--- config.mk ---
export PLATFORM = sky130hd
export DESIGN_NAME = fef_detector
export DESIGN_NICKNAME = d
export VERILOG_FILES = /design/src/rtl/fef_pkg.sv /design/src/rtl/fef_run_counter.sv /design/src/rtl/fef_unit_tracker.sv /design/src/rtl/fef_status_latch.sv /design/src/rtl/fef_detector.sv
export SDC_FILE = /design/constraint.sdc
export NUM_CORES = 1
export LEC_CHECK = 0
export ABC_AREA = 1
export BUFFER_PORTS_ARGS = -buffer_cell sky130_fd_sc_hd__buf_2
export CORE_UTILIZATION = 39
export DETAILED_ROUTE_END_ITERATION = 6
export MAX_ROUTING_LAYER = met4
export REMOVE_ABC_BUFFERS = 1
export SETUP_SLACK_MARGIN = 0.3
export SLEW_MARGIN = 15
export SYNTH_ARGS = -nofsm -noshare
export SYNTH_HDL_FRONTEND = slang
export SYNTH_SLANG_ARGS = --single-unit
--- constraint.sdc ---
create_clock -name clk -period 1.7 [get_ports clk]
set_clock_uncertainty 0.05 [all_clocks]
set_input_delay 0.34 -clock clk [delete_from_list [all_inputs] [get_ports clk]]
set_output_delay 0.34 -clock clk [all_outputs]
set_load 0.01 [all_outputs]
--- src/rtl/fef_pkg.sv ---
package fef_pkg;

   // Result of one accepted bit as seen by the unit tracker
   typedef enum logic [1:0] {
      EV_NONE = 2'd0,   // no unit boundary on this bit
      EV_GOOD = 2'd1,   // zero closing a run of exactly the code length
      EV_BAD  = 2'd2    // wrong-length run, or overlong run detected
   } unit_ev_e;

endpackage

--- src/rtl/fef_run_counter.sv ---
module fef_run_counter
   import fef_pkg::*;
#(
   parameter int ONES_LEN = 84
) (
   input  logic     clk,
   input  logic     rst,
   input  logic     bit_vld,
   input  logic     bit_in,
   output unit_ev_e ev
);

   localparam int RW = $clog2(ONES_LEN + 2);
   localparam logic [RW-1:0] FULL = RW'(ONES_LEN);
   localparam logic [RW-1:0] OVER = RW'(ONES_LEN + 1);

   logic [RW-1:0] run_q;

   // Saturating count of consecutive accepted ones
   always_ff @(posedge clk) begin
      if (rst) begin
         run_q <= '0;
      end else if (bit_vld) begin
         if (!bit_in)
            run_q <= '0;
         else if (run_q != OVER)
            run_q <= run_q + RW'(1);
      end
   end

   always_comb begin
      ev = EV_NONE;
      if (bit_vld) begin
         if (!bit_in)
            ev = (run_q == FULL) ? EV_GOOD : EV_BAD;
         else if (run_q == FULL)
            ev = EV_BAD;   // this one makes the run overlong
      end
   end

   a_r5_run_bounded: assert property (@(posedge clk) disable iff (rst)
      run_q <= OVER);

   a_r6_idle_holds_run: assert property (@(posedge clk) disable iff (rst)
      !bit_vld |=> $stable(run_q));

endmodule

--- src/rtl/fef_unit_tracker.sv ---
module fef_unit_tracker
   import fef_pkg::*;
#(
   parameter int UNITS_REQ = 3
) (
   input  logic     clk,
   input  logic     rst,
   input  unit_ev_e ev,
   output logic     fault_q
);

   generate
      if (UNITS_REQ == 1) begin : g_single
         // One good unit is enough: no counter needed
         always_ff @(posedge clk) begin
            if (rst)
               fault_q <= 1'b0;
            else if (ev == EV_GOOD)
               fault_q <= 1'b1;
            else if (ev == EV_BAD)
               fault_q <= 1'b0;
         end
      end else begin : g_count
         localparam int UW = $clog2(UNITS_REQ + 1);
         localparam logic [UW-1:0] LAST = UW'(UNITS_REQ - 1);
         localparam logic [UW-1:0] SAT  = UW'(UNITS_REQ);

         logic [UW-1:0] units_q;

         always_ff @(posedge clk) begin
            if (rst) begin
               units_q <= '0;
               fault_q <= 1'b0;
            end else if (ev == EV_GOOD) begin
               if (units_q >= LAST) begin
                  units_q <= SAT;
                  fault_q <= 1'b1;
               end else begin
                  units_q <= units_q + UW'(1);
               end
            end else if (ev == EV_BAD) begin
               units_q <= '0;
               fault_q <= 1'b0;
            end
         end

         a_r3_count_bounded: assert property (@(posedge clk) disable iff (rst)
            units_q <= SAT);
      end
   endgenerate

   a_r4_bad_unit_clears: assert property (@(posedge clk) disable iff (rst)
      ev == EV_BAD |=> !fault_q);

   a_r2_rise_after_good: assert property (@(posedge clk) disable iff (rst)
      $rose(fault_q) |-> $past(ev) == EV_GOOD);

   a_r10_idle_keeps_fault: assert property (@(posedge clk) disable iff (rst)
      ev == EV_NONE |=> $stable(fault_q));

endmodule

--- src/rtl/fef_status_latch.sv ---
module fef_status_latch (
   input  logic clk,
   input  logic rst,
   input  logic fault_in,
   input  logic rd_stb,
   output logic remote_fault,
   output logic link_ok
);

   // Latch-high remote fault: a read clears it only if the fault level is gone.
   // Latch-low link: recovers only on a read while no fault is present.
   always_ff @(posedge clk) begin
      if (rst) begin
         remote_fault <= 1'b0;
         link_ok      <= 1'b0;
      end else begin
         remote_fault <= fault_in | (remote_fault & ~rd_stb);
         link_ok      <= ~fault_in & (link_ok | rd_stb);
      end
   end

   a_r7_fault_sets_rf: assert property (@(posedge clk) disable iff (rst)
      fault_in |=> remote_fault);

   a_r8_rf_held_without_read: assert property (@(posedge clk) disable iff (rst)
      remote_fault && !rd_stb |=> remote_fault);

   a_r9_link_low_in_fault: assert property (@(posedge clk) disable iff (rst)
      fault_in |=> !link_ok);

   a_r9_link_up_on_read: assert property (@(posedge clk) disable iff (rst)
      rd_stb && !fault_in |=> link_ok);

   a_r9_no_rise_without_read: assert property (@(posedge clk) disable iff (rst)
      $rose(link_ok) |-> $past(rd_stb));

endmodule

--- src/rtl/fef_detector.sv ---
module fef_detector
   import fef_pkg::*;
#(
   parameter int ONES_LEN  = 84,
   parameter int UNITS_REQ = 3
) (
   input  logic clk,
   input  logic rst,
   input  logic bit_vld,
   input  logic bit_in,
   input  logic rd_stb,
   output logic fault_present,
   output logic remote_fault,
   output logic link_ok
);

   generate
      if (ONES_LEN < 2) begin : g_bad_len
         $error("fef_detector: ONES_LEN must be at least 2");
      end
      if (UNITS_REQ < 1) begin : g_bad_units
         $error("fef_detector: UNITS_REQ must be at least 1");
      end
   endgenerate

   unit_ev_e ev;

   fef_run_counter #(.ONES_LEN(ONES_LEN)) u_run (
      .clk     (clk),
      .rst     (rst),
      .bit_vld (bit_vld),
      .bit_in  (bit_in),
      .ev      (ev)
   );

   fef_unit_tracker #(.UNITS_REQ(UNITS_REQ)) u_units (
      .clk     (clk),
      .rst     (rst),
      .ev      (ev),
      .fault_q (fault_present)
   );

   fef_status_latch u_stat (
      .clk          (clk),
      .rst          (rst),
      .fault_in     (fault_present),
      .rd_stb       (rd_stb),
      .remote_fault (remote_fault),
      .link_ok      (link_ok)
   );

   a_r6_idle_fault_stable: assert property (@(posedge clk) disable iff (rst)
      !bit_vld |=> $stable(fault_present));

endmodule

==> metrics, run 1 <==
Total Routed Length about 1.6 mm; final hold violation count 0; Initial DRC Count 20; DRC Markers 0; reg-to-reg startpoint u_run.run_q[1]; Seq/Total Area, Yosys between 30% and 40%; CP Class reg2reg; CORE AREA 1750 µm²; final net count 136; max-cap viol count 0; ys async rst share 0%; Critical Path Start Type flop; Hold Buf Count CTS 0; gr ovfl total 0; share of cells above drive strength 1 49.2%; Antenna Nets Post-Route 0; worst-case clock buffer depth 2; initial antenna violation count 0; global-route wire length before repair about 2.6 mm; area leader, netlist dfxtp_1; synth-to-layout area growth 42.9%; Antenna Cells 0; fin crit period about 1.7 ns; gpl congestion 0.869; fin crit share 99.0%; Worst Tran Pin Value 0.287 ns; die area 2050 µm²; GRT Total Usage 19.4%; CTS Root Cell clkbuf_4; vias in the first global route 610; dominant synthesized flop cell dfxtp_1; number of H-tree levels 1; Vias per Instance between 4 and 5; PD cells 588 nW/µm²; Tot Pwr 0.000615 W; critical path cell sequence inv_2 -> ha_4 -> nand2_2 -> nor2_1 -> ha_1 -> nand2_2 -> inv_2 -> ha_4 -> o21ai_1 -> nor3_1; Synth warnings 0; min-delay src rst; Wirelength per Cell roughly 11 µm; Hold Path Depth 2; Final setup viols 0; largest net degree at the start of global routing 8; post-synthesis cell area 732 µm²; Initial Util a little over two fifths; FF-to-FF setup slack 0.02 ns; Reg2Reg Depth 10; maximum vdd drop ~380 µV; DP Worst Slack -0.0942 ns; CTS tree yes; Rows 15; Crit Path Max Fanout 2; total negative slack 0 ns; die span in x around 45 µm; ranking of synthesized cells by area dfxtp_1 (33%), nand2_1 (11%), ha_1 (10%); Leakage slightly below 0.5 nW; slew margin rel. between 80% and 90%; I/O pin count 8; DP Wirelength 1.12 mm; CP max stage delay about 0.35 ns; setup ws final about 0.017 ns; CP max stage cell dfxtp_2; Yosys reg bits 12; Yosys cell types 23; maximum clock rate 594 MHz; iteration count of the initial detailed-routing pass 4; post-synth top area share 32.8%; most common cell after layout, fill and taps aside nand2_1; max-slew violation count 0; worst skew pair latency ~0.28 ns; reg2reg end u_units.g_count.units_q[0]; critical path endpoint category flop; RSZ-0062 raised after global routing yes; arrival time at the worst endpoint ~1.8 ns; Synth Instances between 90 and 100; Hold/Removal Path Class in2reg; WP data required 1.85 ns; clock sinks 12; Hold Path End u_run.run_q[4]; number of synthesized flops with an enable pin 0; clock slew at reported path FFs around 0.080 ns; Num CTS Buffers 3; status complete, no violations; I/O Buffers 7; most frequent cells in the layout nand2_1 (15), buf_4 (14), nor2_1 (13), inv_1 (8), dfxtp_1 (8); vias between 700 and 800; average size of a mapped cell 7.55 µm²; Die Span Y roughly 45 µm
==> cell type report <==
type,count,area [µm²]
Timing Repair Buffer,23,163
Inverter,14,55.1
Sequential cell,12,245
Clock buffer,4,36.3
Fill cell,173,699
Tap cell,25,31.3
Multi-Input combinational cell,71,515
==> per-stage QoR <==
stage                     util, %  hold WS, ns  cells  area (µm²)
after floorplan                 -        0.352     97         732
after global placement       50.5        0.398    140         881
after detailed placement     50.5        0.397    140         881
after CTS                    57.4        0.248    147        1000
after global routing         59.9        0.242    149        1050
final                        59.9        0.257    149        1050
==> worst max-delay path, delay by kind of cell, from the launching register on <==
family,cells,cell delay [ns]
buffers and inverters,2,0.09
AO/OA/AOI/OAI,1,0.08
AND/OR/NAND/NOR,4,0.33
flip-flops,1,0.35
adder cells (fa/ha/maj),3,0.68
==> logic make-up after synthesis <==
kind of cell	Yosys count	synth area share [%]
compound gates	14	14.0
xor+xnor	1	1.20
fa+ha+maj	6	10.3
buf+inv	14	7.18
flops	12	32.8
simple gates	50	34.5
==> routing by layer <==
metal / GRT usage [%] / share of wire [%] / vias to the layer above
li1: - / - / 365
met1: 20.5 / 41 / 325
met2: 31.9 / 53 / 15
met3: 8.40 / 4.0 / 5
met4: 7.27 / 1.4 / 0
met5: - / 0 / -
==> cells in the mapped netlist (2+ instances only) <==
library cell / number
dfxtp_1: 12
nor3_1: 3
nand2_1: 21
ha_1: 6
nand3_1: 5
nand2_4: 2
nor2_4: 2
o21ai_0: 2
a21oi_1: 3
a21oi_2: 2
inv_1: 13
o21bai_1: 2
nor2_1: 14
==> registers in the layout, indices dropped and copies added, names as in the netlist <==
| signal | flops |
|---|---|
| u_stat.remote_fault | 1 |
| u_stat.link_ok | 1 |
| u_units.g_count.units_q | 2 |
| u_units.fault_q | 1 |
| u_run.run_q | 7 |
==> repair_timing <==
action / 4_1_cts / 5_1_grt
pin swaps: 5 / 4
cloned: 0 / 0
gates resized for setup: 20 / 10
buffers inserted: 3 / 2
setup endpoints to repair: 6 / 10
==> power by group <==
| part | total, W | internal (W) | switching [W] |
|---|---|---|---|
| Clock | 0.000235 | 0.000130 | 0.000104 |
| Combinational | 0.0000898 | 0.0000407 | 0.0000491 |
| Sequential | 0.000291 | 0.000287 | 0.00000350 |
| Total | 0.000615 | 0.000458 | 0.000157 |
==> worst max path at each step <==
stage / startpoint / to / slack [ns] / depth (start not counted)
after global routing: u_run.run_q[0] / u_units.g_count.units_q[0] / -0.06 / 12
after CTS: u_run.run_q[1] / u_units.g_count.units_q[0] / -0.02 / 12
after global placement: u_run.run_q[1] / u_units.g_count.units_q[0] / -0.03 / 10
final: u_run.run_q[1] / u_units.g_count.units_q[0] / 0.02 / 10
after floorplan: u_run.run_q[0] / u_units.g_count.units_q[0] / -0.08 / 10
after detailed placement: u_run.run_q[1] / u_units.g_count.units_q[0] / -0.09 / 10
Note: power is estimated with default switching activity, not from simulation.
==> run 2, diff against run 1 <==
--- a/config.mk
+++ b/config.mk
@@ -9,6 +9,7 @@
 export BUFFER_PORTS_ARGS = -buffer_cell sky130_fd_sc_hd__buf_2
 export CORE_UTILIZATION = 39
 export DETAILED_ROUTE_END_ITERATION = 6
+export GPL_TIMING_DRIVEN = 0
 export MAX_ROUTING_LAYER = met4
 export REMOVE_ABC_BUFFERS = 1
 export SETUP_SLACK_MARGIN = 0.3
==> run 2 against run 1 <==
  * Non-clock buffer count down 5
  * Setup slack gained 0.025 ns
  * First-iteration DRC count fell by 80%
  * Hold slack got worse by 0.0047 ns
  * Sequential share of layout area is 0.56 points higher
  * Global-route usage fell by 2.0 points
  * Count of clock-buffer cells in the layout unchanged
  * Flip-flop and latch count did not move
  * Power down 1.6%
  * Critical path type unchanged
  * Routed wire length decreased by 0.62%
==> metrics, run 2 (same netlist as run 1, synthesis figures left out) <==
CP max stage cell dfxtp_2; total negative slack 0 ns (unchanged); CP Class reg2reg; RSZ-0062 raised after global routing yes; Initial DRC Count 4 (-80%); fin cells 144 (-3.4%); gr ovfl total 0 (unchanged); most frequent cells in the layout nand2_1 (14), nor2_1 (11), buf_4 (10), inv_1 (8); largest net degree at the start of global routing 8 (unchanged); CORE AREA 1750 µm² (unchanged); final net count 131 (-3.7%); max-slew violation count 0 (unchanged); maximum clock rate 603 MHz (+1.5%); Initial Util 41.9% (unchanged); maximum vdd drop 330 µV (-14%); slew margin rel. 76.8% (-4.1 points); FF-to-FF setup slack 0.04 ns (+0.02 ns); most common cell after layout, fill and taps aside nand2_1; max FFs per register 7 (unchanged); Reg2Reg Depth 11 (+1); PD cells 581 nW/µm² (-1.2%); reg2reg end u_units.g_count.units_q[1]; fin crit period 1.66 ns (-0.0248 ns); status complete, no violations; CTS tree yes; worst-case clock buffer depth 2 (unchanged); Die Span Y 45.3 µm (unchanged); Rows 15 (unchanged); GRT Total Usage 17.4% (-2.0 points); Vias per Instance 4.76 (-0.17%); CP max stage delay 0.34 ns (about the same); clock sinks 12 (unchanged); Biggest register u_run.run_q; worst skew pair latency 0.27 ns (about the same); Worst Tran Pin Value 0.348 ns (+0.0612 ns); critical path cell sequence inv_2 -> ha_4 -> nand2_2 -> nor2_2 -> ha_1 -> nand2_2 -> inv_2 -> ha_4 -> inv_4 -> a21oi_2 -> nor2_1; global-route wire length before repair 2.44 mm (-6.4%); fin crit share 97.5% (-1.5 points); arrival time at the worst endpoint 1.78 ns (-0.05 ns); vias in the first global route 613 (+0.49%); Final setup viols 0 (unchanged); die area 2050 µm² (unchanged); setup ws final 0.0421 ns (+0.0248 ns); Setup crit start u_run.run_q[0]; share of cells above drive strength 1 53.8% (+4.6 points); Wirelength per Cell 11.1 µm (+2.8%); I/O Buffers 7 (unchanged); biggest regs u_run.run_q x7, u_units.g_count.units_q x2; clock slew at reported path FFs 0.08 ns (about the same); initial antenna violation count 0 (unchanged); CTS Root Cell clkbuf_4; Placed Instances 129 (-7.9%); Tot Pwr 0.000606 W (-1.6%); Hold/Removal Path Class in2reg; die span in x 45.3 µm (unchanged); WP data required 1.82 ns (-0.03 ns); gpl congestion 0.790 (-9.0%); CP Capture Point u_units.g_count.units_q[1]; Crit Path Max Fanout 3 (+1); Antenna Nets Post-Route 0 (unchanged); DP Worst Slack -0.225 ns (-0.131 ns); Hold Slack 0.252 ns (-0.00470 ns); iteration count of the initial detailed-routing pass 3 (-1); Hold Buf Count CTS 0 (unchanged); max-cap viol count 0 (unchanged); vias 685 (-3.5%); synth-to-layout area growth 42.4%; Total Routed Length 1.60 mm (-0.62%); DP Wirelength 1.03 mm (-8.2%); reg-to-reg startpoint u_run.run_q[0]; Critical Path Start Type flop; critical path endpoint category flop; I/O pin count 8 (unchanged); number of H-tree levels 1 (unchanged); Leakage 0.476 nW (-2.3%); Num CTS Buffers 3 (unchanged); Antenna Cells 0 (unchanged); DRC Markers 0 (unchanged); final hold violation count 0 (unchanged)
run 2: cell count changes in the layout (fill, tap and decap cells not counted), sizes merged:
cell,before,now
buf,23,18
inv,14,13
clkinv,0,1
run 2: metal layers:
metal / wire (µm) / GRT usage [%]
met4: 4 / 1.82
met2: 868 / 30.7
met1: 670 / 18.6
met5: 0 / -
met3: 55 / 7.20
run 2: cell type report:
| cell class | instances | area, µm² |
|---|---|---|
| multi-input combinational | 71 | 543 |
| tap | 25 | 31.3 |
| clock buffer | 4 | 36.3 |
| sequential | 12 | 250 |
| timing repair buffer | 18 | 121 |
| inverter | 14 | 60.1 |
| fill | 175 | 703 |
run 2: what timing repair did:
action / in CTS / in global routing
setup endpoints to repair: 3 / 10
pin swaps: 8 / 8
endpoints found under the hold margin: 0 / 0
gates resized for setup: 17 / 24
buffers inserted: 8 / 3
run 2: metrics by stage:
step,area [µm²],utilization [%]
floorplan,732,-
global placement,798,45.7
detailed placement,798,45.7
CTS,940,53.8
global route,1040,59.7
finish,1040,59.7
run 2: critical path, delay by kind of cell, from the launching register on:
kind,cells,cell delay (ns)
adder cells (fa/ha/maj),3,0.72
buffers and inverters,3,0.13
AND/OR/NAND/NOR,4,0.19
flip-flops,1,0.34
AO/OA/AOI/OAI,1,0.10
run 2: how the worst min path moves through the flow:
stage                        start                   to  cells after the start
6_report                       rst       u_run.run_q[4]                      2
5_1_grt                        rst       u_run.run_q[4]                      2
4_1_cts                        rst       u_run.run_q[2]                      2
3_5_place_dp   u_stat.remote_fault  u_stat.remote_fault                      2
3_3_place_gp   u_stat.remote_fault  u_stat.remote_fault                      2
2_1_floorplan                  rst       u_run.run_q[2]                      1
run 2: power breakdown:
group          internal, W  switching [W]
Clock             0.000130      0.0000970
Sequential        0.000285     0.00000465
Combinational    0.0000379      0.0000505
